## config.mk

```make
export PLATFORM = sky130hd
export DESIGN_NAME = segscan_top
export DESIGN_NICKNAME = d
export VERILOG_FILES = /design/src/rtl/segscan_pkg.sv /design/src/rtl/segscan_timer.sv /design/src/rtl/segscan_index.sv /design/src/rtl/segscan_latch.sv /design/src/rtl/segscan_top.sv
export SDC_FILE = /design/constraint.sdc
export NUM_CORES = 1
export LEC_CHECK = 0
export ABC_AREA = 1
export BUFFER_PORTS_ARGS = -buffer_cell sky130_fd_sc_hd__buf_4
export CORE_MARGIN = 2
export CORE_UTILIZATION = 60
export CTS_BUF_LIST = sky130_fd_sc_hd__clkbuf_4 sky130_fd_sc_hd__clkbuf_8
export DETAILED_ROUTE_END_ITERATION = 8
export PLACE_DENSITY_LB_ADDON = 0.2
export SLEW_MARGIN = 25
export SYNTH_ARGS = -nofsm -noshare
export SYNTH_HDL_FRONTEND = slang
export SYNTH_SLANG_ARGS = --single-unit
```

## constraint.sdc

```tcl
create_clock -name clk_i -period 2.84 [get_ports clk_i]
set_input_delay 0.284 -clock clk_i [delete_from_list [all_inputs] [get_ports clk_i]]
set_output_delay 0.284 -clock clk_i [all_outputs]
set_load 0.05 [all_outputs]
```

## src/rtl/segscan_pkg.sv

```systemverilog
package segscan_pkg;

   localparam int DIGIT_W = 4;
   localparam int SEG_W   = 7;

   localparam logic [SEG_W-1:0] SEG_DARK = 7'h7F;

   // Active-low glyph: bit 0 = segment a ... bit 6 = segment g
   function automatic logic [SEG_W-1:0] glyph_of(input logic [DIGIT_W-1:0] v);
      logic [SEG_W-1:0] g;
      case (v)
         4'd0:    g = 7'h40;
         4'd1:    g = 7'h79;
         4'd2:    g = 7'h24;
         4'd3:    g = 7'h30;
         4'd4:    g = 7'h19;
         4'd5:    g = 7'h12;
         4'd6:    g = 7'h02;
         4'd7:    g = 7'h78;
         4'd8:    g = 7'h00;
         4'd9:    g = 7'h10;
         default: g = SEG_DARK;
      endcase
      return g;
   endfunction

endpackage

```

## src/rtl/segscan_timer.sv

```systemverilog
module segscan_timer #(
   parameter int SLOT_CYCLES  = 250000,
   parameter int BLANK_CYCLES = 1000
) (
   input  logic clk_i,
   input  logic rst_i,
   output logic slot_first_o,
   output logic slot_last_o,
   output logic blank_o,
   output logic load_o
);
   localparam int CNT_W = $clog2(SLOT_CYCLES);
   localparam logic [CNT_W-1:0] LAST  = CNT_W'(SLOT_CYCLES - 1);
   localparam logic [CNT_W-1:0] BLANK = CNT_W'(BLANK_CYCLES);

   if (BLANK_CYCLES < 2) begin : g_chk_blank
      $error("segscan_timer: BLANK_CYCLES must be at least 2");
   end
   if (SLOT_CYCLES <= BLANK_CYCLES) begin : g_chk_slot
      $error("segscan_timer: SLOT_CYCLES must exceed BLANK_CYCLES");
   end

   logic [CNT_W-1:0] cnt_q;

   always_ff @(posedge clk_i) begin
      if (rst_i)              cnt_q <= '0;
      else if (cnt_q == LAST) cnt_q <= '0;
      else                    cnt_q <= cnt_q + 1'b1;
   end

   assign slot_first_o = (cnt_q == '0);
   assign slot_last_o  = (cnt_q == LAST);
   assign blank_o      = (cnt_q < BLANK);
   assign load_o       = (cnt_q == CNT_W'(1));

   // slot position never leaves its range
   p_cnt_range_r2: assert property (@(posedge clk_i) disable iff (rst_i)
      cnt_q <= LAST);

   // wrap follows the last slot cycle
   p_wrap_r2: assert property (@(posedge clk_i) disable iff (rst_i)
      slot_last_o |=> slot_first_o);

endmodule

```

## src/rtl/segscan_index.sv

```systemverilog
module segscan_index #(
   parameter int NUM_DIGITS = 4
) (
   input  logic                          clk_i,
   input  logic                          rst_i,
   input  logic                          slot_first_i,
   input  logic                          slot_last_i,
   output logic [$clog2(NUM_DIGITS)-1:0] idx_o,
   output logic                          frame_start_o
);
   localparam int IDX_W = $clog2(NUM_DIGITS);
   localparam logic [IDX_W-1:0] TOP = IDX_W'(NUM_DIGITS - 1);

   if (NUM_DIGITS < 2) begin : g_chk_n
      $error("segscan_index: NUM_DIGITS must be at least 2");
   end

   logic [IDX_W-1:0] idx_q;

   always_ff @(posedge clk_i) begin
      if (rst_i) idx_q <= '0;
      else if (slot_last_i) idx_q <= (idx_q == TOP) ? '0 : idx_q + 1'b1;
   end

   assign idx_o         = idx_q;
   assign frame_start_o = slot_first_i && (idx_q == '0);

   // digit index only moves at the end of a slot
   p_hold_idx_r2: assert property (@(posedge clk_i) disable iff (rst_i)
      !slot_last_i |=> $stable(idx_q));

   // index stays within the digit count
   p_idx_range_r2: assert property (@(posedge clk_i) disable iff (rst_i)
      idx_q <= TOP);

endmodule

```

## src/rtl/segscan_latch.sv

```systemverilog
module segscan_latch
   import segscan_pkg::*;
#(
   parameter int NUM_DIGITS = 4
) (
   input  logic                            clk_i,
   input  logic                            rst_i,
   input  logic                            capture_i,
   input  logic [DIGIT_W*NUM_DIGITS-1:0]   digits_i,
   input  logic [$clog2(NUM_DIGITS)-1:0]   idx_i,
   output logic [DIGIT_W-1:0]              digit_o
);
   logic [DIGIT_W-1:0] held_q [NUM_DIGITS];

   for (genvar k = 0; k < NUM_DIGITS; k++) begin : g_slot
      always_ff @(posedge clk_i) begin
         if (rst_i)          held_q[k] <= '0;
         else if (capture_i) held_q[k] <= digits_i[k*DIGIT_W +: DIGIT_W];
      end
   end

   assign digit_o = held_q[idx_i];

   // captured frame stays fixed between frame starts
   p_frame_hold_r8: assert property (@(posedge clk_i) disable iff (rst_i)
      !capture_i |=> $stable(digit_o) || !$stable(idx_i));

endmodule

```

## src/rtl/segscan_top.sv

```systemverilog
module segscan_top
   import segscan_pkg::*;
#(
   parameter int NUM_DIGITS   = 4,
   parameter int SLOT_CYCLES  = 250000,
   parameter int BLANK_CYCLES = 1000
) (
   input  logic                          clk_i,
   input  logic                          rst_i,
   input  logic [DIGIT_W*NUM_DIGITS-1:0] digits_i,
   output logic [NUM_DIGITS-1:0]         an_n_o,
   output logic [SEG_W-1:0]              seg_n_o,
   output logic                          dp_n_o
);
   localparam int IDX_W = $clog2(NUM_DIGITS);
   localparam logic [NUM_DIGITS-1:0] AN_OFF = '1;

   logic             slot_first, slot_last, blank, load, frame_start;
   logic [IDX_W-1:0] idx;
   logic [DIGIT_W-1:0] cur_digit;

   segscan_timer #(
      .SLOT_CYCLES (SLOT_CYCLES),
      .BLANK_CYCLES(BLANK_CYCLES)
   ) u_timer (
      .clk_i       (clk_i),
      .rst_i       (rst_i),
      .slot_first_o(slot_first),
      .slot_last_o (slot_last),
      .blank_o     (blank),
      .load_o      (load)
   );

   segscan_index #(
      .NUM_DIGITS(NUM_DIGITS)
   ) u_index (
      .clk_i        (clk_i),
      .rst_i        (rst_i),
      .slot_first_i (slot_first),
      .slot_last_i  (slot_last),
      .idx_o        (idx),
      .frame_start_o(frame_start)
   );

   segscan_latch #(
      .NUM_DIGITS(NUM_DIGITS)
   ) u_latch (
      .clk_i    (clk_i),
      .rst_i    (rst_i),
      .capture_i(frame_start),
      .digits_i (digits_i),
      .idx_i    (idx),
      .digit_o  (cur_digit)
   );

   logic [NUM_DIGITS-1:0] an_q;
   logic [SEG_W-1:0]      seg_q;

   always_ff @(posedge clk_i) begin
      if (rst_i) begin
         an_q  <= AN_OFF;
         seg_q <= SEG_DARK;
      end else begin
         an_q <= blank ? AN_OFF : ~(NUM_DIGITS'(1) << idx);
         if (load) seg_q <= glyph_of(cur_digit);
      end
   end

   assign an_n_o  = an_q;
   assign seg_n_o = seg_q;
   assign dp_n_o  = 1'b1;

   // cathodes never move while a digit is lit
   p_cath_quiet_r7: assert property (@(posedge clk_i) disable iff (rst_i)
      !$stable(seg_q) |-> an_q == AN_OFF);

   // never more than one anode enabled
   p_one_anode_r9: assert property (@(posedge clk_i) disable iff (rst_i)
      $onehot0(~an_q));

   // a slot always opens dark
   p_blank_open_r3: assert property (@(posedge clk_i) disable iff (rst_i)
      slot_first |=> an_q == AN_OFF);

   // decimal point stays dark
   p_dp_dark_r6: assert property (@(posedge clk_i) dp_n_o == 1'b1);

endmodule

```

### Word-level counts from Yosys, hierarchy flattened

Memory sizes are Yosys's and may differ from the RTL's. A register that Yosys moved wholly into a read port is not among the register bits.
Cells that the tools add are included.

| cells by class | value |
|---|---|
| multiplexer cells | 12 |
| add/subtract/negate cells | 2 |
| shift-type cells | 1 |
| reduce and logical (&&, ||, !) cells | 5 |
| order comparisons | 1 |
| eq/ne operators | 3 |
| bitwise operators | 5 |

Operators with widths:

| kind | count |
|---|---|
| $add A18 B1 Y18 const B | 1 |
| $eq A18 B1 Y1 const B | 1 |
| $eq A18 B18 Y1 const B | 1 |
| $logic_not A18 Y1 | 1 |
| $lt A18 B10 Y1 const B | 1 |
| $mux W4 | 4 |
| $mux W2 | 3 |
| $mux W1 | 5 |
| $not A4 Y4 | 1 |
| $or A1 B1 Y1 | 4 |
| $reduce_or A2 Y1 | 2 |
| $shl A1 B2 Y4 const A | 1 |
| $add A2 B1 Y2 const B | 1 |
| $eq A2 B2 Y1 const B | 1 |
| $logic_not A2 Y1 | 1 |
| $logic_and A1 B1 Y1 | 1 |

| word-level totals | value |
|---|---|
| logic and storage cells | 34 |
| bits in writable memories | 16 |
| register bits | 24 |
| memories kept | 2 |
| ROM bits | 112 |

Memory list:

| name | words | width | read ports | clocked after Yosys merged registers in | wr ports | line | RTL |
|---|---|---|---|---|---|---|---|
| (name not given) | 16 | 7 | 1 | 1 | 0 | segscan_pkg.sv:11 | `case (v)` |
| u_latch.held_q | 4 | 4 | 1 | 1 | 4 | segscan_latch.sv:13 | `logic [DIGIT_W-1:0] held_q [NUM_DIGITS];` |

### Longest topological paths before layout

Gate-level depths: netlist of the first run.

| depth | value |
|---|---|
| depth after elaboration | 6 |
| gate-level depth with buffers | 12 |

### Cells and area by module

A second synthesis of the first run with hierarchy kept.

| unflattened totals | value |
|---|---|
| cells, all modules | 358 |
| area, all modules | 2657.5 µm² |

By module, submodules not included:

| module | cells each | seq. area each (µm²) | instances | area each (µm²) |
|---|---|---|---|---|
| segscan_timer | 163 | 360.3 | 1 | 1116.1 |
| segscan_latch | 99 | 480.5 | 1 | 859.6 |
| segscan_top | 78 | 220.2 | 1 | 558.0 |
| segscan_index | 18 | 40.0 | 1 | 123.9 |

### Worst setup path before layout of the first run

OpenSTA, ideal clock, no wires.

| timing | value |
|---|---|
| kind | register to register |
| start | register u_timer.cnt_q[10] |
| end | memory u_latch.held_q[0][0], enable pin |
| stages on the path, launching flop included | 6 |
| path buffers | 0 |
| data arrival time | 1.936 ns |
| path slack | 0.493 ns |
| setup time | 0.411 ns |
| required time | 2.429 ns |
| cells stage by stage | dfxtp_1 -> nor2_4 -> nand2_1 -> nor2_2 -> nand2_1 -> o21ai_0 |

RTL lines:

| what | line | RTL |
|---|---|---|
| start: declaration | segscan_timer.sv:23 | `logic [CNT_W-1:0] cnt_q;` |
| start signal: assignment | segscan_timer.sv:28 | `else cnt_q <= cnt_q + 1'b1;` |
| end: declaration | segscan_latch.sv:13 |  |

==> results of run 1 <==
==> final cells by class <==
cell class / count / area [sq um] / area share [%]
Clock inverter: 2 / 33.8 / 1.14
Tap cell: 50 / 62.6 / 2.12
Inverter: 48 / 183 / 6.18
Sequential cell: 49 / 1140 / 38.6
Clock buffer: 6 / 82.6 / 2.79
Multi-Input combinational cell: 237 / 1230 / 41.8
Timing Repair Buffer: 29 / 218 / 7.37
==> metrics by stage <==
stage / util [%] / instances / setup WS (ns) / total power [mW]
global placement: 69.5 / 413 / 1.13 / 1.03
finish: 72.3 / 421 / 1.06 / 1.53
detailed placement: 69.5 / 413 / 1.07 / 1.04
floorplan: - / 339 / 0.493 / 0.976
global route: 72.3 / 421 / 0.808 / 1.61
CTS: 72.3 / 421 / 1.05 / 1.54
==> sequential cells by signal (all words and copies together), names as in the netlist, named ones only <==
register / cells
an_n_o: 4
seg_n_o: 7
u_index.idx_o: 2
u_latch.held_q: 16
u_timer.cnt_q: 18
==> metal layers <==
layer	routed length (microns)	share of wire [%]	GRT usage, %	up-vias
met3	253	5.4	5.38	7
met1	2330	50	28.5	946
met2	2040	43	31.9	48
met4	65	1.4	6.84	0
li1	-	-	-	1125
met5	0	0	0	-
==> worst register-to-register path: stages (launching register included) <==
cell	delay [ns]
dfxtp_1	0.53
nor2_1	0.10
nor2_1	0.08
o21ai_0	0.09
nand2_1	0.13
inv_1	0.10
ha_1	0.28
nand3_1	0.10
nand3_1	0.11
nand2_1	0.05
nand2_1	0.06
nand2_1	0.05
==> final timing paths <==
kind                                              start  cells past startpoint  slack, ns                       to
worst max-delay path                          flip-flop                     11       1.06  seg_n_o[3]$_SDFFE_PP1N_
worst min-delay path                              rst_i                      3       0.23  seg_n_o[1]$_SDFFE_PP1N_
worst max register to register                flip-flop                     11       1.06  seg_n_o[3]$_SDFFE_PP1N_
worst min register to register  seg_n_o[1]$_SDFFE_PP1N_                      2       0.47  seg_n_o[1]$_SDFFE_PP1N_
==> kinds of logic (layout without fill, tap and decap cells) <==
family,after synthesis,count (layout),share of synthesized area [%]
AO/OA/AOI/OAI,22,22,4.95
XOR/XNOR,8,8,2.69
adder cells (fa/ha/maj),12,12,5.77
buffers and inverters,53,85,8.66
flip-flops,49,49,43.9
other,1,1,0.144
AND/OR/NAND/NOR,194,194,33.9
==> power by group through the flow <==
stage	clock network (mW)	logic [mW]	registers (mW)
6_report	0.511	0.232	0.788
5_1_grt	0.549	0.263	0.793
4_1_cts	0.519	0.233	0.789
3_5_place_dp	0	0.232	0.805
3_3_place_gp	0	0.228	0.804
2_1_floorplan	0	0.135	0.841
==> cell usage in the layout, fill, tap and decap left out, drive strengths merged <==
cell type	n
dfxtp	33
nand3b	5
nor2	63
nand2	88
nor3	7
xor2	7
nand3	28
ha	12
clkbuf	6
edfxtp	16
o211ai	3
nand4	3
buf	29
xnor2	1
bufinv	1
a21oi	12
inv	49
conb	1
o21ai	7
==> results.yml, run 1 <==
worst_setup_path:
  start_kind: "flip-flop"
  path_cells: "nor2_1, nor2_1, o21ai_0, nand2_1, inv_1, ha_1, nand3_1, nand3_1, nand2_1, nand2_1, nand2_1"
  cp.required_ns: 3.05
  endpoint_kind: "flip-flop"
  crit_top_cell: "nand2_1"
  critPathBufInv: 1
  cp.arrival_ns: 1.99
  cp_slowest_cell: "dfxtp_1"
  path_delay_family: "simple AND/OR/NAND/NOR gates"
  path_class: "flip-flop to flip-flop"
  max_stage_delay_ns: 0.53
  crit_fanout: 9
sta:
  final_max_slew_viol_count: 0
  hold_viol_final: 0
  period_minus_slack_ns: 1.78
  finalCritPeriodShare_pct: 62.6
  skew_ns: 0.00300
  timing.setup.tns_ns: 0
  clock.fmax_mhz: 562
  finalSetupViolCount: 0
  rsz0062_at_grt: "false"
  finalHoldWorstSlack_ns: 0.229
clocking:
  htreeDepth: 2
  cts_buffers: 5
  clk_path_buf_depth: 2
  cts.sinks: 49
  post-cts-setup-buffer-count: 0
  clkSlewWorstSetupHoldPaths_ns: 0.09
  cts_tree: "done"
  insertion_delay_ns: 0.31
  cts_resized: 0
  cts_hold_buf: 0
  cts-root-buf: "clkbuf_8"
logic_synthesis:
  yosysMostFrequentCell: "nand2_1"
  synthCells: 339
  yosys-top-cells-area: "dfxtp_1, edfxtp_1, nand2_1"
  synth_top_area_share_pct: 25.4
  ys_warn_count: 0
  yosys-top-cells-count: "nand2_1, nor2_1, inv_1"
  synth_edf_count: 16
  ys.flop_type: "dfxtp_1"
  yosys_register_bits: 49
  async_reset_ff_share_pct: 0
  synthesis.nets: 369
  synth_top_cell_by_area: "dfxtp_1"
  synth_cell_type_count: 28
  seq_area_frac_synth_pct: 43.9
  syn_area_sq_mm: 0.00260
  avgSynthCellArea_sq_um: 7.67
final_layout:
  layout-drive-gt1-share_pct: 17.3
  area_growth_pct: 13.6
  fillers: 318
  finalInstanceArea_sq_mm: 0.00296
  nNetsFinal: 400
  num_antenna_cells: 0
floorplan:
  dieArea_sq_mm: 0.00488
  coreArea_sq_mm: 0.00409
  die_height_microns: 69.8
  start_util_pct: 63.7
  die_x_microns: 69.8
  row_count: 23
  ios: 30
pwr:
  p_int_mw: 1.14
  p_clk_share_pct: 33.4
  p_leak_nw: 1.32
  p_switching_mw: 0.395
  ir_worst_vdd_v: 0.000278
  swShare_pct: 25.8
  power_frac_seq_pct: 51.5
  combPwrFrac_pct: 15.2
  p_per_area_mw_per_mm2: 518
run:
  drv_cap: 0
global_route:
  overflow: 0
  grt_max_degree: 17
  grt_pass1_wl_microns: 8200
  grt_pass1_vias: 1894
  grt_usage_pct: 20.7
  antenna_found_initial: 0
route:
  vias: 2126
  wl_microns: 4690
  dr.pass1.iters: 4
  avgRoutedWirePerCell_microns: 11.1
  antenna_left: 0
  viasPerCell: 5.05
  drc: 0
  drtIter0Drc: 130
hold_path:
  hold_path.class: "input pin to flip-flop"
status:
  status: "finished, final reports clean"
placement:
  hpwl_microns: 3490
  placed_area_sq_mm: 0.00284
  place.gp.congestion: 0.916
  port_buffers: 28
Power figures use the tool's default switching activity.
==> inputs of run 2 (changes only) <==
- clock period: 2.84 -> 1.65 ns (I/O delays scaled with it)
==> run 2 against run 1 <==
Cell count up 3.1%; clock power up 39%; critical path depth down 4; count of clock-buffer cells in the layout down 1; clock skew up 0.0033 ns; total power up 64%; die area unchanged; largest power group unchanged.
==> results.yml, run 2 (same netlist as run 1, synthesis figures left out) <==
status:
  status: "finished, final reports clean"
global_route:
  overflow: 0
  grt_pass1_wl_microns: 8980
  antenna_found_initial: 0
  grt_pass1_vias: 2040
  grt_max_degree: 17
  grt_usage_pct: 22.6
hold_path:
  min_from: "rst_i"
  hold_path.class: "input pin to flip-flop"
floorplan:
  start_util_pct: 63.7
  die_x_microns: 69.8
  row_count: 23
  coreArea_sq_mm: 0.00409
  dieArea_sq_mm: 0.00488
  ios: 30
  die_height_microns: 69.8
final_layout:
  layout-drive-gt1-share_pct: 22.4
  num_antenna_cells: 0
  regMostFlops: "u_timer.cnt_q"
  area_growth_pct: 18.9
  mostFrequentLayoutCells: "nand2_1, nor2_1, inv_1, buf_4, dfxtp_1"
  largest_reg_flops: 18
  nNetsFinal: 413
  final_cells: 434
  layout_commonest_cell: "nand2_1"
  finalInstanceArea_sq_mm: 0.00309
  fillers: 313
worst_setup_path:
  cp.required_ns: 1.85
  path_delay_family: "simple AND/OR/NAND/NOR gates"
  crit_fanout: 6
  cp_slowest_cell: "dfxtp_1"
  path_class: "flip-flop to flip-flop"
  r2r_start: "u_timer.cnt_q[1]$_SDFF_PP0_"
  critPathBufInv: 1
  startpoint: "u_timer.cnt_q[1]$_SDFF_PP0_"
  path_cells: "ha_1, nand2_1, nor2_4, nand3_2, o21ai_4, buf_4, a21oi_1"
  start_kind: "flip-flop"
  cp.arrival_ns: 1.75
  max_stage_delay_ns: 0.37
  endpoint_kind: "flip-flop"
run:
  drv_cap: 0
pwr:
  p_leak_nw: 1.39
  ir_worst_vdd_v: 0.000671
  p_per_area_mw_per_mm2: 815
clocking:
  clk_path_buf_depth: 2
  htreeDepth: 2
  clkSlewWorstSetupHoldPaths_ns: 0.09
  cts.sinks: 49
  cts_tree: "done"
  insertion_delay_ns: 0.31
  cts-root-buf: "clkbuf_8"
  cts_buffers: 5
sta:
  rsz0062_at_grt: "true"
  clock.fmax_mhz: 647
  period_minus_slack_ns: 1.55
  finalCritPeriodShare_pct: 93.7
  hold_viol_final: 0
  finalSetupViolCount: 0
  final_max_slew_viol_count: 0
  skew_ns: 0.00626
placement:
  place.gp.congestion: 0.896
  placed_area_sq_mm: 0.00294
  port_buffers: 28
  hpwl_microns: 3820
  place_inst: 421
route:
  viasPerCell: 4.99
  route.met3.wl_microns: 308
  drc: 0
  avgRoutedWirePerCell_microns: 12.0
  dr.pass1.iters: 4
  top_layer_used: "met4"
  antenna_left: 0
  routedLengthMet1_microns: 2500
  met2_length_microns: 2330
  wl_microns: 5210
  vias: 2164
  drtIter0Drc: 172
run 2: cell types whose count changed in the layout (fill, tap and decap cells not counted), moves of 2 or more:
cell	change
buf_12	+3
buf_4	+10
clkinvlp_4	+3
dfxtp_1	-2
dfxtp_4	+2
inv_1	-3
inv_2	+2
nand3_1	-2
nand3_2	+2
run 2: final cells by class:
cell class              instances  area (sq um)  area share (%)
clock inverters                 3          22.5           0.728
multi-input cells             237          1250            40.5
inverters                      48           185            5.99
flip-flops and latches         49          1150            37.2
clock buffers                   5          68.8            2.23
well taps                      50          62.6            2.02
repair buffers                 42           353            11.4
run 2: timing repair:
action | 4_1_cts | 5_1_grt
gates cloned | 0 | 0
endpoints found under the setup margin | 2 | 23
buffers inserted | 0 | 5
resized for setup | 2 | 9
hold buffers | 0 | 0
pin swaps | 0 | 3
run 2: routing by layer:
layer | up-vias | track usage (%)
met5 | - | 0
li1 | 1146 | -
met3 | 7 | 4.65
met1 | 945 | 31.4
met4 | 0 | 7.05
met2 | 66 | 35.6
run 2: final timing paths:
path	slack, ns	endpoint	cells past startpoint
min reg2reg	0.47	seg_n_o[1]$_SDFFE_PP1N_	2
min	0.12	seg_n_o[1]$_SDFFE_PP1N_	3
max	0.10	u_timer.cnt_q[4]$_SDFF_PP0_	7
max reg2reg	0.10	u_timer.cnt_q[4]$_SDFF_PP0_	7
run 2: per-stage QoR:
stage | setup slack, ns | hold slack, ns | power (mW) | util [%] | setup TNS, ns
final | 0.104 | 0.118 | 2.52 | 75.7 | 0
after global routing | -0.00449 | 0.132 | 2.64 | 75.7 | -0.00471
after CTS | 0.0279 | 0.107 | 2.52 | 74.2 | 0
after detailed placement | -0.0255 | 0.433 | 1.82 | 72.0 | -0.0255
after global placement | 0.0487 | 0.431 | 1.81 | 72.0 | 0
after floorplan | 0.0278 | 0.373 | 1.68 | - | 0
run 2: worst reg2reg max path, delay by kind of cell, from the launching register on:
family | cells | cell delay [ns]
AO/OA/AOI/OAI | 2 | 0.30
buffers and inverters | 1 | 0.19
adder cells (fa/ha/maj) | 1 | 0.20
AND/OR/NAND/NOR | 3 | 0.40
flip-flops | 1 | 0.37
run 2: where the power goes:
part	leakage (nW)	total [mW]	internal (mW)	switching, mW
Clock	0.0364	0.712	0.298	0.414
Combinational	0.904	0.451	0.174	0.277
Sequential	0.446	1.36	1.32	0.0316
